$ cat src/rtl/rxf_pkg.sv
package rxf_pkg;

  localparam logic [31:0] CRC_POLY_REFL = 32'hEDB88320;
  localparam logic [31:0] CRC_INIT      = 32'hFFFFFFFF;

  typedef enum logic [2:0] {
    S_IDLE,
    S_RECV,
    S_EVAL,
    S_PAD,
    S_CRC,
    S_TAIL,
    S_HEAD,
    S_FIN
  } rxf_state_e;

  // One byte of a reflected CRC-32 update, least significant bit first.
  function automatic logic [31:0] crc32_step(input logic [31:0] c_in, input logic [7:0] d);
    logic [31:0] c;
    c = c_in ^ {24'd0, d};
    for (int k = 0; k < 8; k++) begin
      c = c[0] ? ((c >> 1) ^ CRC_POLY_REFL) : (c >> 1);
    end
    return c;
  endfunction

endpackage

$ cat src/rtl/rxf_crc32.sv
module rxf_crc32
  import rxf_pkg::*;
(
  input  logic        clk,
  input  logic        rst,
  input  logic        start,
  input  logic        en,
  input  logic [7:0]  din,
  output logic [31:0] crc_o
);

  logic [31:0] acc_q;

  always_ff @(posedge clk) begin
    if (rst) begin
      acc_q <= CRC_INIT;
    end else if (start) begin
      acc_q <= crc32_step(CRC_INIT, din);
    end else if (en) begin
      acc_q <= crc32_step(acc_q, din);
    end
  end

  assign crc_o = ~acc_q;

endmodule

$ cat src/rtl/rxf_sizer.sv
module rxf_sizer #(
  parameter int PAGE_BYTES = 2048,
  parameter int LONG_LIMIT = 1518,
  parameter int MIN_FRAME  = 64,
  parameter int LW         = 13
) (
  input  logic [LW-1:0] len,
  input  logic          strip,
  output logic [LW-1:0] rec_count,
  output logic [LW-1:0] body_end,
  output logic [15:0]   status,
  output logic          odd,
  output logic          short_frm,
  output logic          fits
);

  localparam logic [LW-1:0] MIN_L  = LW'(MIN_FRAME);
  localparam logic [LW-1:0] HDR_L  = LW'(4);
  localparam logic [LW-1:0] TRL_L  = LW'(2);
  localparam logic [LW-1:0] CRC_L  = LW'(4);
  localparam logic [LW-1:0] PAGE_L = LW'(PAGE_BYTES);
  localparam logic [LW-1:0] LONG_L = LW'(LONG_LIMIT);

  logic [LW-1:0] even_len;
  logic          too_long;

  always_comb begin
    short_frm = (len < MIN_L);
    even_len  = short_frm ? MIN_L : {len[LW-1:1], 1'b0};
    odd       = !short_frm && len[0];
    too_long  = (len > LONG_L);
    body_end  = HDR_L + even_len;
    rec_count = body_end + TRL_L + (strip ? '0 : CRC_L);
    fits      = (rec_count <= PAGE_L);
    status    = {3'b000, odd, too_long, 11'd0};
  end

endmodule

$ cat src/rtl/rx_frame_formatter.sv
module rx_frame_formatter
  import rxf_pkg::*;
#(
  parameter int PAGE_BYTES = 2048,
  parameter int NUM_PAGES  = 4,
  parameter int LONG_LIMIT = 1518,
  parameter int MIN_FRAME  = 64,
  localparam int AW = $clog2(PAGE_BYTES),
  localparam int PW = (NUM_PAGES > 1) ? $clog2(NUM_PAGES) : 1
) (
  input  logic          clk,
  input  logic          rst,
  input  logic          cfg_rx_en,
  input  logic          cfg_soft_rst,
  input  logic          cfg_strip_crc,
  input  logic          in_valid,
  input  logic          in_sof,
  input  logic          in_eof,
  input  logic [7:0]    in_byte,
  input  logic          alloc_avail,
  input  logic [PW-1:0] alloc_page,
  output logic          alloc_take,
  output logic          rel_valid,
  output logic [PW-1:0] rel_page,
  output logic          wr_en,
  output logic [PW-1:0] wr_page,
  output logic [AW-1:0] wr_addr,
  output logic [7:0]    wr_data,
  output logic          q_push,
  output logic [PW-1:0] q_page,
  output logic          rx_event,
  output logic          busy
);

  localparam int LW = AW + 2;
  localparam logic [LW-1:0] HDR_L    = LW'(4);
  localparam logic [LW-1:0] PAGE_L   = LW'(PAGE_BYTES);
  localparam logic [LW-1:0] STREAM_L = LW'(PAGE_BYTES - 4);
  localparam logic [LW-1:0] PAD_LAST = LW'(4 + MIN_FRAME - 1);
  localparam logic [7:0]    ODD_CTRL = 8'h20;

  rxf_state_e    state;
  logic [PW-1:0] page_q;
  logic [LW-1:0] len_q;
  logic [LW-1:0] ptr_q;
  logic [1:0]    sub_q;
  logic [7:0]    last_q;
  logic          strip_q;

  logic          accept;
  logic          crc_start;
  logic          crc_en;
  logic [31:0]   crc_val;
  logic [LW-1:0] rec_count;
  logic [LW-1:0] body_end;
  logic [15:0]   status;
  logic [15:0]   count16;
  logic          odd;
  logic          short_frm;
  logic          fits;

  assign accept    = (state == S_IDLE) && in_valid && in_sof &&
                     cfg_rx_en && !cfg_soft_rst && alloc_avail;
  assign crc_start = accept;
  assign crc_en    = (state == S_RECV) && in_valid;
  assign busy      = (state != S_IDLE);
  assign count16   = 16'(rec_count);

  rxf_crc32 u_crc (
    .clk   (clk),
    .rst   (rst),
    .start (crc_start),
    .en    (crc_en),
    .din   (in_byte),
    .crc_o (crc_val)
  );

  rxf_sizer #(
    .PAGE_BYTES (PAGE_BYTES),
    .LONG_LIMIT (LONG_LIMIT),
    .MIN_FRAME  (MIN_FRAME),
    .LW         (LW)
  ) u_sizer (
    .len       (len_q),
    .strip     (strip_q),
    .rec_count (rec_count),
    .body_end  (body_end),
    .status    (status),
    .odd       (odd),
    .short_frm (short_frm),
    .fits      (fits)
  );

  always_ff @(posedge clk) begin
    if (rst) begin
      state      <= S_IDLE;
      page_q     <= '0;
      len_q      <= '0;
      ptr_q      <= '0;
      sub_q      <= '0;
      last_q     <= '0;
      strip_q    <= 1'b0;
      alloc_take <= 1'b0;
      rel_valid  <= 1'b0;
      rel_page   <= '0;
      wr_en      <= 1'b0;
      wr_page    <= '0;
      wr_addr    <= '0;
      wr_data    <= '0;
      q_push     <= 1'b0;
      q_page     <= '0;
      rx_event   <= 1'b0;
    end else begin
      alloc_take <= 1'b0;
      rel_valid  <= 1'b0;
      wr_en      <= 1'b0;
      q_push     <= 1'b0;
      rx_event   <= 1'b0;
      unique case (state)
        S_IDLE: begin
          if (accept) begin
            page_q     <= alloc_page;
            alloc_take <= 1'b1;
            strip_q    <= cfg_strip_crc;
            len_q      <= LW'(1);
            last_q     <= in_byte;
            wr_en      <= 1'b1;
            wr_page    <= alloc_page;
            wr_addr    <= AW'(HDR_L);
            wr_data    <= in_byte;
            state      <= in_eof ? S_EVAL : S_RECV;
          end
        end
        S_RECV: begin
          if (in_valid) begin
            last_q <= in_byte;
            if (len_q < STREAM_L) begin
              wr_en   <= 1'b1;
              wr_page <= page_q;
              wr_addr <= AW'(HDR_L + len_q);
              wr_data <= in_byte;
            end
            if (len_q != PAGE_L) begin
              len_q <= len_q + LW'(1);
            end
            if (in_eof) begin
              state <= S_EVAL;
            end
          end
        end
        S_EVAL: begin
          sub_q <= '0;
          if (!fits) begin
            rel_valid <= 1'b1;
            rel_page  <= page_q;
            state     <= S_IDLE;
          end else if (short_frm) begin
            ptr_q <= HDR_L + len_q;
            state <= S_PAD;
          end else begin
            ptr_q <= body_end;
            state <= strip_q ? S_TAIL : S_CRC;
          end
        end
        S_PAD: begin
          wr_en   <= 1'b1;
          wr_page <= page_q;
          wr_addr <= AW'(ptr_q);
          wr_data <= 8'h00;
          ptr_q   <= ptr_q + LW'(1);
          if (ptr_q == PAD_LAST) begin
            state <= strip_q ? S_TAIL : S_CRC;
          end
        end
        S_CRC: begin
          wr_en   <= 1'b1;
          wr_page <= page_q;
          wr_addr <= AW'(ptr_q);
          wr_data <= crc_val[8*sub_q +: 8];
          ptr_q   <= ptr_q + LW'(1);
          sub_q   <= sub_q + 2'd1;
          if (sub_q == 2'd3) begin
            state <= S_TAIL;
          end
        end
        S_TAIL: begin
          wr_en   <= 1'b1;
          wr_page <= page_q;
          wr_addr <= AW'(ptr_q);
          ptr_q   <= ptr_q + LW'(1);
          if (sub_q == 2'd0) begin
            wr_data <= odd ? last_q : 8'h00;
            sub_q   <= 2'd1;
          end else begin
            wr_data <= odd ? ODD_CTRL : 8'h00;
            sub_q   <= 2'd0;
            state   <= S_HEAD;
          end
        end
        S_HEAD: begin
          wr_en   <= 1'b1;
          wr_page <= page_q;
          wr_addr <= AW'(sub_q);
          unique case (sub_q)
            2'd0:    wr_data <= status[7:0];
            2'd1:    wr_data <= status[15:8];
            2'd2:    wr_data <= count16[7:0];
            default: wr_data <= count16[15:8];
          endcase
          sub_q <= sub_q + 2'd1;
          if (sub_q == 2'd3) begin
            state <= S_FIN;
          end
        end
        S_FIN: begin
          q_push   <= 1'b1;
          q_page   <= page_q;
          rx_event <= 1'b1;
          state    <= S_IDLE;
        end
        default: state <= S_IDLE;
      endcase
    end
  end

endmodule

$ cat config.mk
export PLATFORM = sky130hd
export DESIGN_NAME = rx_frame_formatter
export DESIGN_NICKNAME = d
export VERILOG_FILES = /design/src/rtl/rxf_pkg.sv /design/src/rtl/rxf_crc32.sv /design/src/rtl/rxf_sizer.sv /design/src/rtl/rx_frame_formatter.sv
export SDC_FILE = /design/constraint.sdc
export NUM_CORES = 1
export LEC_CHECK = 0
export BUFFER_PORTS_ARGS = -buffer_cell sky130_fd_sc_hd__clkbuf_2
export CORE_AREA = 4 4 122 124
export CTS_BUF_LIST = sky130_fd_sc_hd__clkbuf_8 sky130_fd_sc_hd__clkbuf_16
export CTS_CLUSTER_SIZE = 25
export DETAILED_ROUTE_END_ITERATION = 10
export DIE_AREA = 0 0 126 128
export PLACE_DENSITY = 0.8
export RECOVER_POWER = 25
export SETUP_SLACK_MARGIN = 0.15
export SLEW_MARGIN = 20
export SYNTH_ARGS = -nofsm -noshare
export SYNTH_HDL_FRONTEND = slang
export SYNTH_HIERARCHICAL = 1
export SYNTH_SLANG_ARGS = --single-unit
$ cat constraint.sdc
create_clock -name clk -period 5.6 [get_ports clk]
set_input_delay 1.12 -clock clk [delete_from_list [all_inputs] [get_ports clk]]
set_output_delay 1.12 -clock clk [all_outputs]
set_load 0.01 [all_outputs]
Word level (Yosys, flattened, before mapping) --
Index checks and enable logic that the tools add are counted.
Word-level totals: bits in registers 103, bits in latches 0, bits in writable memories 0, bits in read-only memories 0, bits of input ports 19, output and inout port bits 31, word-level logic and storage cells 171, memories kept 0
Cells by class: add/sub/neg operators 7, $mul 0, divide/modulo/power cells 0, order comparisons 4, equality and inequality tests 22, shift-type cells 1, mux-type cells 65, bitwise gates (word level) 22, reduce and logical (&&, ||, !) cells 33
Operators with widths (number):
- $mux 32 | 18
- $not 13->14 | 16
- $mux 13 | 6
- $pmux 13 s2 | 2
- $mux 8 | 6
- $pmux 8 s6 | 1
- $pmux 11 s4 | 1
- $mux 11 | 3
- $not 32->32 | 1
- $not 8->32 | 1
- $shiftx 32x6->8 | 1
- $xor 32x8->32 | 1
- $mux 3 | 10
- $add 13x1->13 const B | 2
- $add 3x13->13 const A | 2
- $pmux 3 s8 | 1
- $pmux 8 s3 | 1
- $ne 2x2->1 const B | 8
- $pmux 8 s2 | 1
- $reduce_and 4->1 | 4
- $add 13x13->13 | 1
- $add 13x2->13 const B | 1
- $eq 13x7->1 const B | 1
- $gt 13x11->1 const B | 1
- other kinds (31) | 64

Longest topological paths before layout --
Gate-level depths: netlist of run 1.
depth after elaboration 19, gate-level depth with buffers 21, mapped depth without buffers 18

Cells and area by module --
The synthesis of run 1 kept the hierarchy.
Modules (own cells, without submodules):
- rx_frame_formatter | times used 1, cells an instance 548, area each 4411.7 sq um, seq. area each 1421.4 sq um
- rxf_crc32 | times used 1, cells an instance 329, area each 2935.3 sq um, seq. area each 640.6 sq um
- rxf_sizer | times used 1, cells an instance 164, area each 1116.1 sq um, seq. area each 0.0 sq um

Least setup slack after synthesis of run 1 --
OpenSTA, ideal clock, no wires.
path kind reg-to-reg, start register len_q[11], end register ptr_q[6], setup time 0.128 ns, arrival time 3.968 ns, required time 5.472 ns, slack 1.504 ns, cell stages (with the launch flop) 19, buffers on the path 2, clock period less this slack 4.096 ns, path through dfxtp_1 nor4_2 nand2_2 nand2_1 inv_1 fa_1 and2b_1 and4_1 a41o_1 clkbuf_1 nand3_1 nor3b_1 o211ai_1 a311oi_2 nor2_1 o21a_1 clkbuf_1 o32ai_1 nor2_1
Between the ends: longest elaborated chain between the ends 8, elaborated cells between the ends (all ways) 11, classes of those cells add/sub: 3; order compare: 2; eq/ne: 1; mux: 4; reduce/logical: 1
Ends and longest elaborated chain:
- start: declaration | RTL line rx_frame_formatter.sv:44 | logic [LW-1:0] len_q;
- start signal: assignment | RTL line rx_frame_formatter.sv:144 | len_q <= len_q + LW'(1);
- $lt 13x7->1 | RTL line rxf_sizer.sv:28 | short_frm = (len < MIN_L);
- $mux 13 | RTL line rxf_sizer.sv:29 | even_len = short_frm ? MIN_L : {len[LW-1:1], 1'b0};
- $add 3x13->13 | RTL line rxf_sizer.sv:32 | body_end = HDR_L + even_len;
- net body_end[2] | RTL line rx_frame_formatter.sv:55 | logic [LW-1:0] body_end;
- $add 13x2->13 | RTL line rxf_sizer.sv:33 | rec_count = body_end + TRL_L + (strip ? '0 : CRC_L);
- $add 13x13->13 | RTL line rxf_sizer.sv:33
- $le 13x12->1 | RTL line rxf_sizer.sv:34 | fits = (rec_count <= PAGE_L);
- net fits | RTL line rx_frame_formatter.sv:60 | logic fits;
- $ne 2x2->1 (no line)
- $reduce_and 2->1 (no line)
- end signal: assignment | RTL line rx_frame_formatter.sv:158 | ptr_q <= HDR_L + len_q;
- end signal: assignment | RTL line rx_frame_formatter.sv:161 | ptr_q <= body_end;
- end signal: assignment | RTL line rx_frame_formatter.sv:170 | ptr_q <= ptr_q + LW'(1);
- end: declaration | RTL line rx_frame_formatter.sv:45 | logic [LW-1:0] ptr_q;
The timed path passes the listed nets, and every way through them passes these cells. The select of a mux whose other input is x is not followed. A chain may end at the register's enable or synchronous reset.

Worst setup path after layout of run 1 --
start register len_q[7], end register ptr_q[5]
The elaborated chain is that of the path after synthesis.

==> results.sh, run 1 <==
export IMPL_io_buffers=49
export IMPL_hold_path_end="wr_addr[2]$_SDFFE_PP0P_"
export IMPL_skew_ns=0.00608
export IMPL_path_class="flip-flop to flip-flop"
export IMPL_power_switching_mw=1.12
export IMPL_routabilityCongestion=1.04
export IMPL_post_cts_buffers=0
export IMPL_cts_hold_buf=0
export IMPL_synth_async_reset_ratio=0
export IMPL_areaGrowthSynthToFinish_pct=4.42
export IMPL_post_cts_resized=0
export IMPL_grt_use_total=0.293
export IMPL_rrSetupSlack_ns=0.74
export IMPL_wl_um=24100
export IMPL_wl_per_cell_um=19.9
export IMPL_p_int_mw=1.77
export IMPL_yosys_top_cells_area="dfxtp_1 24%, xnor2_1 8.4%, nor2_1 5.0%"
export IMPL_synth_top_cell_by_area="dfxtp_1"
export IMPL_ys_types=96
export IMPL_r2r_cells=16
export IMPL_die_area_um2=16100
export IMPL_hold_viol_final=0
export IMPL_hold_start="wr_addr[2]$_SDFFE_PP0P_"
export IMPL_die_x_um=126
export IMPL_clkTransAtPathRegs_ns=0.07
export IMPL_rr_endpoint="ptr_q[5]$_SDFFE_PP0P_"
export IMPL_fin_area_um2=8840
export IMPL_post_route_drc_count=0
export IMPL_synth_edf_count=0
export IMPL_p_sw_frac=0.388
export IMPL_arrival_ns=5.09
export IMPL_clkLatencyLatePin_ns=0.36
export IMPL_yosysTopAreaCellShare=0.244
export IMPL_r2r_start="len_q[7]$_SDFFE_PP0P_"
export IMPL_rsz0062_at_grt="no"
export IMPL_crit_path_start_kind="flip-flop"
export IMPL_dieHeight_um=128
export IMPL_critPathLaunch="len_q[7]$_SDFFE_PP0P_"
export IMPL_ant_nets=0
export IMPL_fmax_mhz=206
export IMPL_report_final_slew_viol_count=38
export IMPL_power_leakage_nw=3.63
export IMPL_holdPathStages=2
export IMPL_cp_required_ns=5.83
export IMPL_fin_tns_setup_ns=0
export IMPL_rows=43
export IMPL_clockRootBuffer="clkbuf_16"
export IMPL_total_power_mw=2.89
export IMPL_start_util=0.614
export IMPL_pwr_share_seq=0.341
export IMPL_grt_pass1_vias=7182
export IMPL_final_nets=1060
export IMPL_grt_pass1_wl_um=38100
export IMPL_synthesis_area_um2=8460
export IMPL_maxSlewHeadroom=-0.176
export IMPL_crit_fanout=14
export IMPL_fill_cells=1211
export IMPL_worst_slew_pin_slew_ns=1.76
export IMPL_clockBufferDepth=2
export IMPL_numCtsBuffers=9
export IMPL_placed_area_um2=8580
export IMPL_hold_path_class="flip-flop to flip-flop"
export IMPL_cts_htree_levels=3
export IMPL_drt_vias_per_instance=6.34
export IMPL_clockPowerShare=0.222
export IMPL_drtIter0Drc=922
export IMPL_overflow=0
export IMPL_antenna_found_initial=0
export IMPL_grt_max_degree=54
export IMPL_diodes=0
export IMPL_combPwrFrac=0.438
export IMPL_violations="max-capacitance violations, max-slew violations"
export IMPL_finalCritPeriodShare=0.868
export IMPL_period_needed_ns=4.86
export IMPL_yosysWarnings=6
export IMPL_p_per_area_nw_per_um2=327
export IMPL_finalSetupViolCount=0
export IMPL_status="complete, but fails checks"
export IMPL_final_util=0.642
export IMPL_coreArea_um2=13800
export IMPL_via_count=7702
export IMPL_synth_area_per_cell_um2=8.13
export IMPL_dpl_hpwl_um=17300
export IMPL_cts_tree="yes"
export IMPL_synth_seq_area_share=0.244
export IMPL_ir_worst_vdd_mv=0.249
export IMPL_syn_inst=1041
export IMPL_cts_sinks=103
export IMPL_ys_flop_type="dfxtp_1"
export IMPL_dr_pass1_iters=8
export IMPL_ios=50
export IMPL_drive_gt1_frac=0.0919
export IMPL_synth_seq_cells=103
export IMPL_end_kind="flip-flop"
export IMPL_drv_cap=1
==> cell usage after synthesis, types with 11 or more instances <==
| cell | n |
|---|---|
| clkbuf_1 | 46 |
| mux2i_1 | 33 |
| ha_1 | 11 |
| nand2b_1 | 11 |
| o21ai_0 | 49 |
| a31oi_1 | 23 |
| xor2_1 | 30 |
| a21oi_1 | 45 |
| nand3_1 | 43 |
| nand4_1 | 12 |
| buf_2 | 17 |
| nor2_1 | 113 |
| nand2_1 | 62 |
| buf_4 | 27 |
| dfxtp_1 | 103 |
| xnor3_1 | 15 |
| and2_1 | 11 |
| a211oi_1 | 21 |
| xnor2_1 | 81 |
| inv_1 | 59 |
| nor3_1 | 28 |
==> layer usage <==
layer  track usage  share of wire  wire length, µm
met5             0              0                0
met4         0.150          0.050             1220
met3        0.0450          0.057             1380
met2         0.498           0.49            11800
met1         0.361           0.40             9760
==> worst max path at each step <==
stage,endpoint,slack (ns),cells past startpoint
floorplan,ptr_q[6]$_SDFFE_PP0P_,1.50,18
global placement,ptr_q[6]$_SDFFE_PP0P_,0.98,15
detailed placement,ptr_q[5]$_SDFFE_PP0P_,0.85,16
CTS,ptr_q[5]$_SDFFE_PP0P_,0.83,16
global route,ptr_q[5]$_SDFFE_PP0P_,0.27,17
finish,ptr_q[5]$_SDFFE_PP0P_,0.74,16
==> cell usage in the layout (no fill, tap or decap), drive strengths merged, types with 9 or more instances in the layout <==
cell	synthesis	routed
o211ai	10	10
a31oi	23	23
nand2	66	66
conb	1	16
o21ai	53	53
and2	11	11
a21oi	45	45
dfxtp	103	103
xnor3	15	15
nand4	13	13
a221oi	10	10
or3	9	9
xor2	35	35
clkbuf	48	60
nand2b	11	11
nor2	114	114
buf	50	11
xnor2	88	88
mux2i	33	33
ha	11	11
nand3	45	45
nor3	30	30
a211oi	21	21
inv	60	63
==> worst max-delay path: stages, from the launching register on <==
cell,delay [ns]
dfxtp_1,0.65
nor3_2,0.13
nand2_2,0.19
nand2_1,0.13
inv_1,0.10
ha_1,0.47
nand4_2,0.19
nor4b_1,0.40
nor3_1,0.15
nor4_1,0.56
o211ai_1,0.21
a311oi_2,0.61
nor2_1,0.12
o21ai_1,0.47
o21ai_0,0.17
nand3b_1,0.11
o31ai_1,0.07
==> flip-flops by register name, indices dropped and copies added, names as in the netlist <==
name / cells
alloc_take: 1
last_q: 8
len_q: 13
page_q: 2
ptr_q: 13
q_page: 2
rel_page: 2
rel_valid: 1
rx_event: 1
state: 3
strip_q: 1
sub_q: 2
u_crc/acc_q: 32
wr_addr: 11
wr_data: 8
wr_en: 1
wr_page: 2
==> layout make-up <==
type                       instances  area [µm²]  area share
timing repair buffer              60         292      0.0330
tap                              180         225      0.0255
clock buffer                      11         253      0.0286
multi-input combinational        792        5730       0.648
clock inverter                     5        41.3     0.00467
sequential                       103        2060       0.233
inverter                          63         236      0.0268
==> power groups by stage <==
stage | clock, mW | sequential [mW] | combinational (mW)
CTS | 0.643 | 0.981 | 1.26
global route | 0.673 | 0.998 | 1.36
floorplan | 0 | 0.964 | 1.00
detailed placement | 0 | 0.996 | 1.26
global placement | 0 | 0.994 | 1.23
finish | 0.640 | 0.985 | 1.26
==> cells by family after synthesis <==
| logic type | after synthesis | share of synthesized area |
|---|---|---|
| muxes | 44 | 0.0643 |
| buffers and inverters | 161 | 0.0883 |
| other | 1 | 0.000443 |
| DFF | 103 | 0.244 |
| and+or+nand+nor | 349 | 0.213 |
| xor gates and xnor gates | 139 | 0.185 |
| adders and majority gates | 12 | 0.0186 |
| AOI/OAI and AO/OA | 232 | 0.187 |
==> through the flow <==
stage	hold WS, ns	instances	setup WS, ns
2_1_floorplan	0.451	1056	1.50
3_3_place_gp	0.448	1198	0.981
3_5_place_dp	0.459	1198	0.852
4_1_cts	0.472	1214	0.829
5_1_grt	0.486	1214	0.269
6_report	0.466	1214	0.740
Power figures use the tool's default switching activity.
==> inputs of run 2 (changes only) <==
Settings changed: CORE_AREA 4 4 122 124 to 4 4 124 126, DIE_AREA 0 0 126 128 to 0 0 128 130, PLACE_DENSITY 0.8 to 0.78, REMOVE_ABC_BUFFERS from default to 1.
==> run 2 against run 1 <==
The run still ends with max-capacitance violations, max-slew violations left. Clock skew about the same. Sequential share of layout area about the same. Critical path type unchanged. Clock-buffer cell count unchanged. Die area up 3.2%. Maximum frequency up 0.53%. Clock power up 5.0%. Combinational power about the same. Design area about the same. Wire length down 3.9%. Critical endpoint unchanged.
==> results.sh, run 2 (synthesized netlist as in run 1, its figures left out) <==
export IMPL_status="complete, but fails checks"
export IMPL_violations="max-capacitance violations, max-slew violations"
export IMPL_wl_per_cell_um=19.1
export IMPL_reg_largest_list="u_crc/acc_q: 32 flops, len_q: 13 flops, ptr_q: 13 flops"
export IMPL_clockPowerShare=0.232
export IMPL_clkTransAtPathRegs_ns=0.07
export IMPL_hold_viol_final=0
export IMPL_die_x_um=128
export IMPL_cp_cell_sequence="nor4_2 > nand2_2 > nand2_1 > inv_1 > ha_1 > nand2b_1 > o21ai_1 > a41oi_2 > xnor2_1 > nor4b_1 > o211ai_1 > a311oi_2 > nor2_1 > o21ai_1 > o21ai_0 > nand3b_1 > o31ai_1"
export IMPL_cts_sinks=103
export IMPL_start_util=0.591
export IMPL_pwr_share_seq=0.337
export IMPL_p_sw_frac=0.377
export IMPL_post_cts_buffers=0
export IMPL_drv_cap=1
export IMPL_ir_worst_vdd_mv=0.267
export IMPL_hold_path_class="flip-flop to flip-flop"
export IMPL_io_buffers=49
export IMPL_areaGrowthSynthToFinish_pct=4.49
export IMPL_dieHeight_um=130
export IMPL_clkLatencyLatePin_ns=0.36
export IMPL_fmax_mhz=207
export IMPL_fin_area_um2=8840
export IMPL_fill_cells=1325
export IMPL_grt_pass1_vias=7010
export IMPL_crit_fanout=13
export IMPL_maxSlewHeadroom=-0.400
export IMPL_cts_tree="yes"
export IMPL_drive_gt1_frac=0.0901
export IMPL_skew_ns=0.00604
export IMPL_die_area_um2=16600
export IMPL_crit_path_start_kind="flip-flop"
export IMPL_coreArea_um2=14300
export IMPL_period_needed_ns=4.83
export IMPL_final_common_cell="nor2_1"
export IMPL_ant_nets=0
export IMPL_top_register="u_crc/acc_q"
export IMPL_finalCritPeriodShare=0.863
export IMPL_power_leakage_nw=3.62
export IMPL_diodes=0
export IMPL_rsz0062_at_grt="no"
export IMPL_final_nets=1058
export IMPL_placed_area_um2=8570
export IMPL_dr_pass1_iters=6
export IMPL_routabilityCongestion=0.941
export IMPL_numCtsBuffers=9
export IMPL_clockBufferDepth=2
export IMPL_grt_pass1_wl_um=37100
export IMPL_finalSetupViolCount=0
export IMPL_p_per_area_nw_per_um2=328
export IMPL_cp_required_ns=5.83
export IMPL_cts_htree_levels=3
export IMPL_via_count=7611
export IMPL_drt_vias_per_instance=6.26
export IMPL_post_route_drc_count=0
export IMPL_rows=44
export IMPL_drtIter0Drc=722
export IMPL_worst_slew_pin_slew_ns=2.10
export IMPL_cp_common_cell="o21ai_1"
export IMPL_dpl_hpwl_um=16600
export IMPL_clockRootBuffer="clkbuf_16"
export IMPL_most_common_layout_cells="113 x nor2_1, 103 x dfxtp_1, 81 x xnor2_1, 62 x nand2_1, 60 x inv_1"
export IMPL_overflow=0
export IMPL_antenna_found_initial=0
export IMPL_end_kind="flip-flop"
export IMPL_cp_slowest_stage_delay_ns=0.58
export IMPL_combPwrFrac=0.431
export IMPL_grt_max_degree=55
export IMPL_arrival_ns=5.07
export IMPL_power_switching_mw=1.10
export IMPL_largest_reg_flops=32
export IMPL_path_class="flip-flop to flip-flop"
export IMPL_cp_slowest_cell="a311oi_2"
export IMPL_ios=50
export IMPL_report_final_slew_viol_count=45
export IMPL_p_int_mw=1.81
export IMPL_grt_use_total=0.280
export IMPL_fin_tns_setup_ns=0
export IMPL_wl_um=23200
## run 2: cell types whose count changed in the layout (fill, tap and decap cells not counted)
| cell | delta |
|---|---|
| nor4_1 | -1 |
| clkinv_4 | -2 |
| inv_8 | -1 |
| clkbuf_1 | +1 |
| nor4_2 | +1 |
| buf_4 | -3 |
| clkinv_2 | +1 |
| bufinv_16 | +1 |
| clkinvlp_4 | +1 |
## run 2: repair_timing
item	CTS	global route
resized for setup	0	1
hold buffers	0	0
setup endpoints to repair	0	2
## run 2: power groups by stage
stage,clock network [mW],logic (mW),registers (mW)
after floorplan,0,0.917,0.998
after global placement,0,1.23,0.990
after detailed placement,0,1.25,0.992
after CTS,0.683,1.26,0.976
after global routing,0.710,1.36,0.992
final,0.672,1.25,0.979
## run 2: metal layers
layer / global-route usage / vias up / share of wire
met3: 0.0495 / 66 / 0.059
met5: 0 / - / 0
li1: - / 3623 / -
met1: 0.343 / 3629 / 0.41
met4: 0.133 / 0 / 0.042
met2: 0.480 / 293 / 0.49
## run 2: final timing paths
check | start | cells past startpoint | endpoint | slack, ns
max | len_q[11]$_SDFFE_PP0P_ | 17 | ptr_q[5]$_SDFFE_PP0P_ | 0.77
min | wr_addr[2]$_SDFFE_PP0P_ | 2 | wr_addr[2]$_SDFFE_PP0P_ | 0.46
max reg2reg | len_q[11]$_SDFFE_PP0P_ | 17 | ptr_q[5]$_SDFFE_PP0P_ | 0.77
min reg2reg | wr_addr[2]$_SDFFE_PP0P_ | 2 | wr_addr[2]$_SDFFE_PP0P_ | 0.46
## run 2: metrics by stage
step / total power, mW / util / hold slack [ns] / worst slack, ns / std cells
after floorplan: 1.92 / - / 0.451 / -2.13 / 958
after global routing: 3.06 / 0.618 / 0.478 / 0.179 / 1216
after global placement: 2.22 / 0.599 / 0.447 / 0.981 / 1200
after detailed placement: 2.24 / 0.599 / 0.449 / 0.783 / 1200
final: 2.90 / 0.618 / 0.461 / 0.765 / 1216
after CTS: 2.92 / 0.620 / 0.460 / 0.742 / 1216
## run 2: worst max-delay path: cells and delay by family, from the launching register on
family                     cells  cell delay, ns
AOI/OAI and AO/OA              7            1.91
and+or+nand+nor                7            1.61
DFF                            1            0.46
adders and majority gates      1            0.35
xor gates and xnor gates       1            0.27
buffers and inverters          1            0.09
## run 2: cell type report
class / count / area (µm²) / share of cell area
multi-input cells: 792 / 5730 / 0.648
flip-flops and latches: 103 / 2060 / 0.233
repair buffers: 58 / 273 / 0.0308
clock buffers: 11 / 253 / 0.0286
inverters: 63 / 236 / 0.0267
well taps: 184 / 230 / 0.0260
clock inverters: 5 / 55.1 / 0.00623
